[src/rtl/pgprog_pkg.sv]
package pgprog_pkg;

  typedef enum logic [2:0] {
    ST_IDLE  = 3'd0,
    ST_SETUP = 3'd1,
    ST_PULSE = 3'd2,
    ST_HIGH  = 3'd3,
    ST_PREAD = 3'd4,
    ST_PGAP  = 3'd5
  } pg_state_e;

  localparam int PREFIX_LEN = 3;

  function automatic int max2(input int a, input int b);
    return (a > b) ? a : b;
  endfunction

endpackage

[src/rtl/pgprog_req_check.sv]
module pgprog_req_check #(
  parameter int ADDR_W     = 15,
  parameter int PAGE_BYTES = 64,
  parameter int PAGE_W     = 6,
  parameter int CNT_W      = 7
) (
  input  logic [ADDR_W-1:0] start_addr,
  input  logic [CNT_W-1:0]  count,
  output logic              req_ok
);
  localparam int SUM_W = CNT_W + 1;

  logic [SUM_W-1:0] end_off;
  logic             cnt_ok;

  always_comb begin
    end_off = SUM_W'(start_addr[PAGE_W-1:0]) + SUM_W'(count);
    cnt_ok  = (count != '0) && (SUM_W'(count) <= SUM_W'(PAGE_BYTES));
    req_ok  = cnt_ok && (end_off <= SUM_W'(PAGE_BYTES));
  end

endmodule

[src/rtl/pgprog_byte_sel.sv]
module pgprog_byte_sel
  import pgprog_pkg::*;
#(
  parameter int                         ADDR_W     = 15,
  parameter int                         DATA_W     = 8,
  parameter int                         PAGE_W     = 6,
  parameter int                         SEQ_W      = 7,
  parameter logic [3*ADDR_W-1:0]        UNLK_ADDRS = {15'h5555, 15'h2AAA, 15'h5555},
  parameter logic [3*DATA_W-1:0]        UNLK_DATA  = {8'hAA, 8'h55, 8'hA0}
) (
  input  logic [SEQ_W-1:0]  seq_idx,
  input  logic              unlock,
  input  logic [ADDR_W-1:0] base_addr,
  input  logic [DATA_W-1:0] src_data,
  output logic [PAGE_W-1:0] src_idx,
  output logic [ADDR_W-1:0] sel_addr,
  output logic [DATA_W-1:0] sel_data,
  output logic              in_prefix
);
  logic [ADDR_W-1:0] pre_addr [PREFIX_LEN];
  logic [DATA_W-1:0] pre_data [PREFIX_LEN];
  logic [ADDR_W-1:0] cur_pre_addr;
  logic [DATA_W-1:0] cur_pre_data;

  // Unpack the prefix table; entry 0 is the most significant slice.
  for (genvar i = 0; i < PREFIX_LEN; i++) begin : g_prefix
    assign pre_addr[i] = UNLK_ADDRS[(PREFIX_LEN-1-i)*ADDR_W +: ADDR_W];
    assign pre_data[i] = UNLK_DATA[(PREFIX_LEN-1-i)*DATA_W +: DATA_W];
  end

  always_comb begin
    in_prefix = unlock && (seq_idx < SEQ_W'(PREFIX_LEN));
    src_idx   = unlock ? PAGE_W'(seq_idx - SEQ_W'(PREFIX_LEN)) : PAGE_W'(seq_idx);
    case (seq_idx[1:0])
      2'd0:    begin cur_pre_addr = pre_addr[0]; cur_pre_data = pre_data[0]; end
      2'd1:    begin cur_pre_addr = pre_addr[1]; cur_pre_data = pre_data[1]; end
      default: begin cur_pre_addr = pre_addr[2]; cur_pre_data = pre_data[2]; end
    endcase
    sel_addr = in_prefix ? cur_pre_addr : (base_addr + ADDR_W'(src_idx));
    sel_data = in_prefix ? cur_pre_data : src_data;
  end

endmodule

[src/rtl/pgprog_poll_timer.sv]
module pgprog_poll_timer #(
  parameter int LIMIT = 1100000
) (
  input  logic clk,
  input  logic rst_n,
  input  logic run,
  output logic expired
);
  localparam int CNT_W = $clog2(LIMIT + 1);

  logic [CNT_W-1:0] cnt_q, cnt_d;

  always_comb begin
    cnt_d   = cnt_q;
    expired = run && (cnt_q == CNT_W'(LIMIT - 1));
    if (!run)
      cnt_d = '0;
    else if (!expired)
      cnt_d = cnt_q + 1'b1;
  end

  always_ff @(posedge clk or negedge rst_n) begin
    if (!rst_n) cnt_q <= '0;
    else        cnt_q <= cnt_d;
  end

  // the polling counter never passes its limit
  p_cnt_bound_r9: assert property (@(posedge clk) disable iff (!rst_n)
    cnt_q < CNT_W'(LIMIT));

endmodule

[src/rtl/pgprog_seq.sv]
module pgprog_seq
  import pgprog_pkg::*;
#(
  parameter int                  ADDR_W     = 15,
  parameter int                  DATA_W     = 8,
  parameter int                  PAGE_BYTES = 64,
  parameter int                  T_SU       = 2,
  parameter int                  T_WP       = 10,
  parameter int                  T_WH       = 5,
  parameter int                  T_OE       = 20,
  parameter int                  T_OEH      = 15,
  parameter int                  WINDOW_CYC = 15000,
  parameter int                  POLL_LIMIT = 1100000,
  parameter logic [3*ADDR_W-1:0] UNLK_ADDRS = {15'h5555, 15'h2AAA, 15'h5555},
  parameter logic [3*DATA_W-1:0] UNLK_DATA  = {8'hAA, 8'h55, 8'hA0}
) (
  input  logic                          clk,
  input  logic                          rst_n,
  input  logic                          req_start,
  input  logic [ADDR_W-1:0]             req_addr,
  input  logic [$clog2(PAGE_BYTES+1)-1:0] req_count,
  input  logic                          req_unlock,
  output logic [$clog2(PAGE_BYTES)-1:0] src_idx,
  input  logic [DATA_W-1:0]             src_data,
  output logic                          busy,
  output logic                          done,
  output logic                          err_reject,
  output logic                          err_timeout,
  output logic [ADDR_W-1:0]             mem_addr,
  output logic [DATA_W-1:0]             mem_dout,
  output logic                          mem_dout_en,
  input  logic                          mem_d7_in,
  output logic                          mem_we_n,
  output logic                          mem_oe_n,
  output logic                          mem_ce_n
);
  localparam int PAGE_W  = $clog2(PAGE_BYTES);
  localparam int CNT_W   = $clog2(PAGE_BYTES + 1);
  localparam int SEQ_W   = $clog2(PAGE_BYTES + PREFIX_LEN + 1);
  localparam int TMR_MAX = max2(max2(max2(T_SU, T_WP), max2(T_WH, T_OE)), T_OEH);
  localparam int TMR_W   = $clog2(TMR_MAX + 1);
  localparam int GAP_W   = $clog2(WINDOW_CYC + 1);

  // Parameter sanity: a full byte slot must fit the load window, and the
  // address needs one setup cycle after it is registered.
  if (T_SU + T_WP + T_WH >= WINDOW_CYC) begin : g_bad_window
    $error("byte slot does not fit the load window");
  end
  if (T_SU < 2 || T_WP < 1 || T_WH < 1 || T_OE < 1 || T_OEH < 1) begin : g_bad_timing
    $error("phase lengths too short");
  end

  pg_state_e         state_q, state_d;
  logic [TMR_W-1:0]  tmr_q, tmr_d;
  logic [SEQ_W-1:0]  idx_q, idx_d;
  logic [SEQ_W-1:0]  total_q, total_d;
  logic [ADDR_W-1:0] base_q, base_d;
  logic              unlock_q, unlock_d;
  logic [ADDR_W-1:0] addr_q, addr_d;
  logic [DATA_W-1:0] data_q, data_d;
  logic              done_q, done_d;
  logic              rej_q, rej_d;
  logic              tmo_q, tmo_d;
  logic [GAP_W-1:0]  gap_q, gap_d;

  logic              req_ok;
  logic [ADDR_W-1:0] sel_addr;
  logic [DATA_W-1:0] sel_data;
  logic              in_prefix;
  logic              poll_run;
  logic              poll_exp;
  logic [TMR_W-1:0]  phase_last;
  logic              tmr_end;
  logic              last_byte;

  pgprog_req_check #(
    .ADDR_W(ADDR_W), .PAGE_BYTES(PAGE_BYTES), .PAGE_W(PAGE_W), .CNT_W(CNT_W)
  ) u_check (
    .start_addr(req_addr),
    .count     (req_count),
    .req_ok    (req_ok)
  );

  pgprog_byte_sel #(
    .ADDR_W(ADDR_W), .DATA_W(DATA_W), .PAGE_W(PAGE_W), .SEQ_W(SEQ_W),
    .UNLK_ADDRS(UNLK_ADDRS), .UNLK_DATA(UNLK_DATA)
  ) u_sel (
    .seq_idx  (idx_q),
    .unlock   (unlock_q),
    .base_addr(base_q),
    .src_data (src_data),
    .src_idx  (src_idx),
    .sel_addr (sel_addr),
    .sel_data (sel_data),
    .in_prefix(in_prefix)
  );

  assign poll_run = (state_q == ST_PREAD) || (state_q == ST_PGAP);

  pgprog_poll_timer #(.LIMIT(POLL_LIMIT)) u_poll (
    .clk    (clk),
    .rst_n  (rst_n),
    .run    (poll_run),
    .expired(poll_exp)
  );

  // Length of the current phase, minus one.
  always_comb begin
    case (state_q)
      ST_SETUP: phase_last = TMR_W'(T_SU - 1);
      ST_PULSE: phase_last = TMR_W'(T_WP - 1);
      ST_HIGH:  phase_last = TMR_W'(T_WH - 1);
      ST_PREAD: phase_last = TMR_W'(T_OE - 1);
      ST_PGAP:  phase_last = TMR_W'(T_OEH - 1);
      default:  phase_last = '0;
    endcase
    tmr_end   = (tmr_q == phase_last);
    last_byte = (idx_q == total_q - 1'b1);
  end

  // Next-state logic
  always_comb begin
    state_d  = state_q;
    tmr_d    = tmr_end ? '0 : tmr_q + 1'b1;
    idx_d    = idx_q;
    total_d  = total_q;
    base_d   = base_q;
    unlock_d = unlock_q;
    addr_d   = addr_q;
    data_d   = data_q;
    done_d   = 1'b0;
    rej_d    = 1'b0;
    tmo_d    = 1'b0;
    gap_d    = (gap_q == GAP_W'(WINDOW_CYC)) ? gap_q : gap_q + 1'b1;

    case (state_q)
      ST_IDLE: begin
        tmr_d = '0;
        gap_d = '0;
        if (req_start) begin
          if (req_ok) begin
            base_d   = req_addr;
            unlock_d = req_unlock;
            total_d  = SEQ_W'(req_count) + (req_unlock ? SEQ_W'(PREFIX_LEN) : '0);
            idx_d    = '0;
            state_d  = ST_SETUP;
          end else begin
            rej_d = 1'b1;
          end
        end
      end
      ST_SETUP: begin
        if (tmr_q == '0) begin
          addr_d = sel_addr;
          data_d = sel_data;
        end
        if (tmr_end) begin
          state_d = ST_PULSE;
          gap_d   = '0;
        end
      end
      ST_PULSE: begin
        if (tmr_end) state_d = ST_HIGH;
      end
      ST_HIGH: begin
        if (tmr_end) begin
          if (last_byte) begin
            state_d = ST_PREAD;
          end else begin
            idx_d   = idx_q + 1'b1;
            state_d = ST_SETUP;
          end
        end
      end
      ST_PREAD: begin
        if (poll_exp) begin
          tmo_d   = 1'b1;
          state_d = ST_IDLE;
        end else if (tmr_end) begin
          if (mem_d7_in == data_q[DATA_W-1]) begin
            done_d  = 1'b1;
            state_d = ST_IDLE;
          end else begin
            state_d = ST_PGAP;
          end
        end
      end
      ST_PGAP: begin
        if (poll_exp) begin
          tmo_d   = 1'b1;
          state_d = ST_IDLE;
        end else if (tmr_end) begin
          state_d = ST_PREAD;
        end
      end
      default: state_d = ST_IDLE;
    endcase
  end

  // Registers
  always_ff @(posedge clk or negedge rst_n) begin
    if (!rst_n) begin
      state_q  <= ST_IDLE;
      tmr_q    <= '0;
      idx_q    <= '0;
      total_q  <= '0;
      base_q   <= '0;
      unlock_q <= 1'b0;
      addr_q   <= '0;
      data_q   <= '0;
      done_q   <= 1'b0;
      rej_q    <= 1'b0;
      tmo_q    <= 1'b0;
      gap_q    <= '0;
    end else begin
      state_q  <= state_d;
      tmr_q    <= tmr_d;
      idx_q    <= idx_d;
      total_q  <= total_d;
      base_q   <= base_d;
      unlock_q <= unlock_d;
      addr_q   <= addr_d;
      data_q   <= data_d;
      done_q   <= done_d;
      rej_q    <= rej_d;
      tmo_q    <= tmo_d;
      gap_q    <= gap_d;
    end
  end

  // Pin decode
  always_comb begin
    mem_addr    = addr_q;
    mem_dout    = data_q;
    mem_dout_en = (state_q == ST_SETUP) || (state_q == ST_PULSE) || (state_q == ST_HIGH);
    mem_we_n    = (state_q != ST_PULSE);
    mem_oe_n    = (state_q != ST_PREAD);
    mem_ce_n    = (state_q == ST_IDLE);
    busy        = (state_q != ST_IDLE);
    done        = done_q;
    err_reject  = rej_q;
    err_timeout = tmo_q;
  end

  // output enable stays high while the write strobe is low
  p_oe_high_in_pulse_r6: assert property (@(posedge clk) disable iff (!rst_n)
    !mem_we_n |-> mem_oe_n);

  // host bus released whenever the memory may drive it
  p_bus_released_r6: assert property (@(posedge clk) disable iff (!rst_n)
    !mem_oe_n |-> !mem_dout_en);

  // a strobe rises only after T_WP low cycles
  p_pulse_width_r5: assert property (@(posedge clk) disable iff (!rst_n)
    $rose(mem_we_n) |-> ($past(tmr_q) == TMR_W'(T_WP - 1)));

  // strobe spacing stays inside the load window
  p_load_window_r7: assert property (@(posedge clk) disable iff (!rst_n)
    mem_dout_en |-> (gap_q < GAP_W'(WINDOW_CYC)));

  // payload strobes stay on the requested page
  p_same_page_r3: assert property (@(posedge clk) disable iff (!rst_n)
    (!mem_we_n && !in_prefix) |->
      (mem_addr[ADDR_W-1:PAGE_W] == base_q[ADDR_W-1:PAGE_W]));

  // a refusal never coincides with activity
  p_reject_idle_r2: assert property (@(posedge clk) disable iff (!rst_n)
    err_reject |-> (!busy && mem_we_n));

  // completion and timeout are exclusive
  p_end_exclusive_r9: assert property (@(posedge clk) disable iff (!rst_n)
    !(done && err_timeout));

  // a start while busy leaves the base address untouched
  p_base_held_r10: assert property (@(posedge clk) disable iff (!rst_n)
    (busy && $past(busy)) |-> $stable(base_q));

endmodule

[config.mk]
export PLATFORM = sky130hd
export DESIGN_NAME = pgprog_seq
export DESIGN_NICKNAME = d
export VERILOG_FILES = /design/src/rtl/pgprog_pkg.sv /design/src/rtl/pgprog_req_check.sv /design/src/rtl/pgprog_byte_sel.sv /design/src/rtl/pgprog_poll_timer.sv /design/src/rtl/pgprog_seq.sv
export SDC_FILE = /design/constraint.sdc
export NUM_CORES = 1
export LEC_CHECK = 0
export ABC_AREA = 1
export CORE_ASPECT_RATIO = 1.1
export CORE_MARGIN = 2
export CORE_UTILIZATION = 35
export CTS_BUF_LIST = sky130_fd_sc_hd__clkbuf_4
export CTS_CLUSTER_DIAMETER = 60
export CTS_CLUSTER_SIZE = 28
export DETAILED_ROUTE_END_ITERATION = 10
export GPL_TIMING_DRIVEN = 0
export HOLD_SLACK_MARGIN = 0.1
export RECOVER_POWER = 50
export SYNTH_ARGS = -nofsm -noshare
export SYNTH_HDL_FRONTEND = slang
export SYNTH_SLANG_ARGS = --single-unit
[constraint.sdc]
create_clock -name clk -period 2.5 [get_ports clk]
set_clock_uncertainty 0.15 [all_clocks]
set_input_delay 0.25 -clock clk [delete_from_list [all_inputs] [get_ports clk]]
set_output_delay 0.25 -clock clk [all_outputs]
set_load 0.01 [all_outputs]
## Word level (Yosys, flattened, before mapping)

Index checks and enable logic that the tools add are counted.

| cells by class | value |
|---|---|
| reductions and logical operators | 18 |
| equal/unequal tests | 21 |
| add/subtract/negate cells | 8 |
| bitwise operators | 0 |
| div/mod/pow operators | 0 |
| $mul | 0 |
| $lt $le $gt $ge | 3 |
| shifts and indexed selects | 0 |
| muxes and demuxes | 37 |

Operator list:

| cell | count |
|---|---|
| $mux 21 | 2 |
| $mux 3 | 11 |
| $mux 15 | 2 |
| $mux 7 | 4 |
| $pmux 5 s5 | 1 |
| $add 21x1->21 const B | 1 |
| $eq 21x21->1 const B | 1 |
| $pmux 3 s6 | 1 |
| $pmux 8 s2 | 1 |
| $add 15x6->15 | 1 |
| $pmux 7 s2 | 1 |
| $ne 2x2->1 const B | 6 |
| $mux 5 | 2 |
| $mux 1 | 9 |
| $ne 3x3->1 const B | 3 |
| $add 6x7->8 | 1 |
| $le 8x7->1 const B | 1 |
| $mux 8 | 1 |
| $add 7x1->7 const B | 1 |
| $add 7x2->7 | 1 |
| $eq 7x7->1 | 1 |
| $le 7x7->1 const B | 1 |
| $lt 7x2->1 const B | 1 |
| $reduce_and 7->1 | 1 |
| other kinds (25) | 32 |

| word-level totals | value |
|---|---|
| logic and storage cells | 99 |
| memory bits (read-only) | 0 |
| input port bits | 35 |
| memories | 0 |
| output and inout port bits | 37 |
| register bits after elaboration | 85 |
| memory bits (writable) | 0 |
| bits in latches | 0 |

## Logic depth before layout (Yosys ltp)

| logic depth | value |
|---|---|
| word-level depth | 6 |
| gate-level depth with buffers | 18 |
| gate-level depth less buffers | 18 |

## By module

A second synthesis with hierarchy kept.

| second synthesis, totals | value |
|---|---|
| cells, all modules | 871 |
| area total of the unflattened synthesis | 5,973.2 um^2 |

Modules (own cells, without submodules):

| module | instances | cells each | sequential area each (um^2) | area an instance (um^2) |
|---|---|---|---|---|
| pgprog_seq | 1 | 425 | 1,601.5 | 3,330.7 |
| pgprog_poll_timer | 1 | 205 | 525.5 | 1,368.8 |
| pgprog_byte_sel | 1 | 180 | 0.0 | 935.9 |
| pgprog_req_check | 1 | 61 | 0.0 | 337.8 |

## Worst setup path before layout

No wires, ideal clock.

| path | value |
|---|---|
| path type | register -> register |
| start | register idx_q[0] |
| end | register addr_q[13] (netlist: mem_addr[13]) |
| period minus slack after synthesis | 2,656 ps |
| setup time | 123 ps |
| data required time | 2,227 ps |
| arrival | 2,383 ps |
| stages on the path, launching flop included | 16 |
| buffers on the path | 1 |
| path slack | -156 ps |
| cell sequence | dfrtp_1 > buf_2 > inv_1 > ha_1 > nand2_1 > o21ai_0 > ha_1 > nand3_1 > nand2_1 > nand2_1 > o211ai_1 > nand3_1 > nor2_1 > nor2_1 > o21ai_0 > nand2_1 |

| on the way | value |
|---|---|
| cells in the longest elaborated chain, start to end | 4 |
| elaborated cells on any way between the ends | 8 |
| classes of those cells | 2 x add/sub; 1 x order compare; 1 x eq/ne; 3 x mux; 1 x reduce/logical |

Ends and longest elaborated chain:

| element | RTL line | text |
|---|---|---|
| from (decl) | pgprog_seq.sv:55 | `logic [SEQ_W-1:0] idx_q, idx_d;` |
| from (signal assigned) | pgprog_seq.sv:218 | `idx_q <= idx_d;` |
| $sub 6x2->6 | pgprog_byte_sel.sv:33 | `src_idx = unlock ? PAGE_W'(seq_idx - SEQ_W'(PREFIX_LEN)) : PAGE_W'(seq_idx);` |
| $mux 6 | pgprog_byte_sel.sv:33 |  |
| named net src_idx[1] | pgprog_seq.sv:23 | `output logic [$clog2(PAGE_BYTES)-1:0] src_idx,` |
| $add 15x6->15 | pgprog_byte_sel.sv:39 | `sel_addr = in_prefix ? cur_pre_addr : (base_addr + ADDR_W'(src_idx));` |
| $mux 15 | pgprog_byte_sel.sv:39 |  |
| to (signal assigned) | pgprog_seq.sv:222 | `addr_q <= addr_d;` |
| to (decl) | pgprog_seq.sv:59 | `logic [ADDR_W-1:0] addr_q, addr_d;` |

The timed path passes the listed nets, and every way through them passes these cells.
A chain may end at the register's enable or synchronous reset.

## Worst setup path in the final report

| path | value |
|---|---|
| start | register idx_q[0] |
| end | register addr_q[6] (netlist: mem_addr[6]) |

| on the way | value |
|---|---|
| cells in the longest elaborated chain, start to end | 4 |
| elaborated cells on any way between the ends | 8 |
| classes of those cells | 2 x add/sub; 1 x order compare; 1 x eq/ne; 3 x mux; 1 x reduce/logical |

Ends and longest elaborated chain:

| element | RTL line |
|---|---|
| $sub 6x2->6 | pgprog_byte_sel.sv:33 |
| $mux 6 | pgprog_byte_sel.sv:33 |
| $add 15x6->15 | pgprog_byte_sel.sv:39 |
| $mux 15 (*) | pgprog_byte_sel.sv:39 |

Every way passes the cells marked *; elsewhere a longest branch is shown, timed or not.

==> reports/qor.yml <==
wl_per_cell_um: 13.55
vias: 5038
yosysTopAreaCellShare_pct: 37.56
holdCritPathClass: "primary input to flip-flop"
path_class: "flip-flop to flip-flop"
post-place-ws_ns: -0.5956
grt_pass1_wl_mm: 23.26
synth_mux_area_share_pct: 0
cts.path.max_buffers: 2
fmax_mhz: 375.7
holdWs_ns: 0.1954
grt_use_total_pct: 16.67
synth_area_leaders: "dfrtp_1 (38%), nand2_1 (12%), inv_1 (5.8%)"
syn-num-nets: 788
yosys.area_share.adder_pct: 5.921
ant_nets: 0
grt_antenna_before_repair: 1
synth-simple-area-share_pct: 33.08
nets: 900
area_growth_syn_to_layout_pct: 29.96
cts_buffers: 9
worst_pin_slew_ns: 0.8343
failed_checks: "setup timing"
synth_top_family_by_area: "simple AND/OR/NAND/NOR gates"
yosys_warnings: 0
fin_ws_ns: -0.1617
total_power_mw: 7.770
relSlewSlack_pct: 44.38
hold_viol_final: 0
initial_core_util_pct: 35.85
synth.largest_area_cell: "dfrtp_1"
async_reset_ff_share_pct: 100.0
setup_viol: 10
drt-pass1-iter-count: 4
synth_ff_type: "dfrtp_1"
r2r_cells: 13
die_w_um: 125.3
cts_tree: "yes"
worstSetupEndpoint: "mem_addr[6]"
reg2reg_slack_ns: -0.16
start_kind: "flip-flop"
drc: 0
r2r-end: "mem_addr[6]"
worstSetupStartpoint: "idx_q[0]"
power_density_mw_per_mm2: 1056
regArea_mm2: 0.002133
drt_iter0_drc: 291
drive_gt1_share_pct: 22.87
syn-cell-area_mm2: 0.005663
slew_violations: 0
totalWireLength_mm: 14.16
worstSetupEndpointType: "flip-flop"
yosys-top-cells-count: "nand2_1 (186), inv_1 (87), dfrtp_1 (85)"
status: "finished, violations left"
drv_cap: 0
io_pins: 72
clk_latency_ns: 0.44
synth_compound_area_share_pct: 10.54
ys_ff_latch: 85
clock_tree.root_cell: "clkbuf_4"
synth_edf_count: 0
std_cell_rows: 48
syn-instance-count: 728
multi_input_area_mm2: 0.003352
globalRoute.totalOverflow: 0
ir_drop_uv: 374.1
die_h_um: 137.4
clk_pin_slew_worst_paths_ns: 0.14
synth.distinct_cells: 47
place.port_buffers: 71
die_area_mm2: 0.01721
core_area_mm2: 0.01580
final_util_pct: 46.59
post-route-min-period_ns: 2.662
crit_required_ns: 2.72
nFillCells: 1556
r2r_start: "idx_q[0]"
rsz0062_at_grt: "true"
synth_area_per_cell_um2: 7.779
final_area_mm2: 0.007360
min_period_over_period_pct: 106.5
p_leak_nw: 3.475
seq_area_frac_synth_pct: 37.56
place_area_mm2: 0.006653
cp_data_arrival_time_ns: 2.88
worstPathMaxFanout: 4
grt_pass1_vias: 4902
dp_hpwl_mm: 10.34
clkSinkCount: 85
synth.most_common_cell: "nand2_1"
synth_xor_area_share_pct: 4.331
vias_per_cell: 4.821
h-tree-depth: 3
place_congestion: 0.8794
grt_max_degree: 53
-- report_power, final --
part / internal [mW] / switching (mW)
registers: 1.80 / 0.400
clock network: 0.306 / 0.482
logic: 2.12 / 2.66
total: 4.22 / 3.55
-- cells by family after synthesis --
family	count (synthesis)
AO/OA/AOI/OAI	93
XOR/XNOR	28
adder cells (fa/ha/maj)	25
buffers and inverters	111
flip-flops	85
AND/OR/NAND/NOR	386
-- flip-flops by register name, summed over array words and instances, names as in the netlist --
signal        flops
u_poll.cnt_q     21
state_q           3
done              1
mem_dout          8
base_q           15
unlock_q          1
err_reject        1
mem_addr         15
total_q           7
err_timeout       1
tmr_q             5
idx_q             7
-- timing repair --
| action | CTS | global route |
|---|---|---|
| hold buffers | 1 | 1 |
| endpoints found under the setup margin | 47 | 47 |
| setup buffers | 13 | 13 |
| gates resized for setup | 34 | 52 |
| pin swaps | 9 | 22 |
| hold endpoints to repair | 85 | 1 |
| cloned | 1 | 0 |
-- critical path, stage by stage (launching register included) --
cell     delay (ns)
dfrtp_2        0.47
buf_6          0.14
buf_4          0.14
xor2_2         0.16
ha_2           0.20
fa_2           0.39
nand3_2        0.10
nand3_4        0.10
nand2_1        0.11
nand2_1        0.06
a21oi_1        0.17
xor2_1         0.20
nand2_1        0.07
a21oi_1        0.13
-- cell usage in the layout (no fill, tap or decap), types with 4 or more instances in the layout --
| cell type | n |
|---|---|
| nor3_1 | 16 |
| a21oi_2 | 12 |
| a21oi_1 | 23 |
| nor2_2 | 10 |
| dfrtp_1 | 80 |
| o21ai_2 | 18 |
| clkdlybuf4s50_1 | 54 |
| buf_4 | 24 |
| ha_4 | 5 |
| xnor2_1 | 6 |
| dfrtp_2 | 5 |
| nand4_1 | 14 |
| nand2_2 | 16 |
| ha_2 | 4 |
| dlygate4sd2_1 | 4 |
| o21ai_1 | 4 |
| o21ai_0 | 20 |
| nand2_1 | 177 |
| inv_2 | 10 |
| buf_6 | 9 |
| nor2_1 | 60 |
| a31oi_1 | 7 |
| dlygate4sd3_1 | 11 |
| nor2_4 | 4 |
| xor2_1 | 15 |
| inv_1 | 82 |
| nand3_4 | 6 |
| xor2_2 | 4 |
| nand3_1 | 43 |
| clkbuf_4 | 11 |
| nand3_2 | 18 |
| ha_1 | 13 |
| nand2_4 | 5 |
-- layout make-up --
type / instances / share of cell area (%)
antenna: 1 / 0.03400
buffer: 15 / 1.768
clock buffer: 10 / 1.020
clock inverter: 5 / 0.7140
inverter: 96 / 4.998
multi-input combinational: 532 / 45.55
sequential: 85 / 28.99
tap: 200 / 3.400
timing repair buffer: 101 / 13.53
-- worst min-delay path by stage --
stage,from,depth (start not counted),end
6_report,req_addr[8],3,base_q[8]
5_1_grt,req_addr[9],3,base_q[9]
4_1_cts,rst_n,2,mem_addr[11]
3_5_place_dp,rst_n,1,mem_addr[11]
3_3_place_gp,mem_dout[2],2,mem_dout[2]
2_1_floorplan,rst_n,0,base_q[0]
-- layer usage --
layer / vias up / part of all wire, % / track usage (%)
met3: 6 / 2.4 / 2.485
met5: - / 0 / 0
li1: 2574 / - / -
met2: 77 / 50 / 28.29
met4: 0 / 0.76 / 6.173
met1: 2381 / 47 / 21.74
-- per-stage QoR --
| step | setup TNS (ns) | std cells |
|---|---|---|
| final | -0.7271 | 1045 |
| after global routing | -2.163 | 1045 |
| after detailed placement | -20.80 | 1000 |
| after global placement | -210.66 | 999 |
| after CTS | -0.1583 | 1030 |
| after floorplan | 0 | 728 |
(Power assumes the default switching activity.)
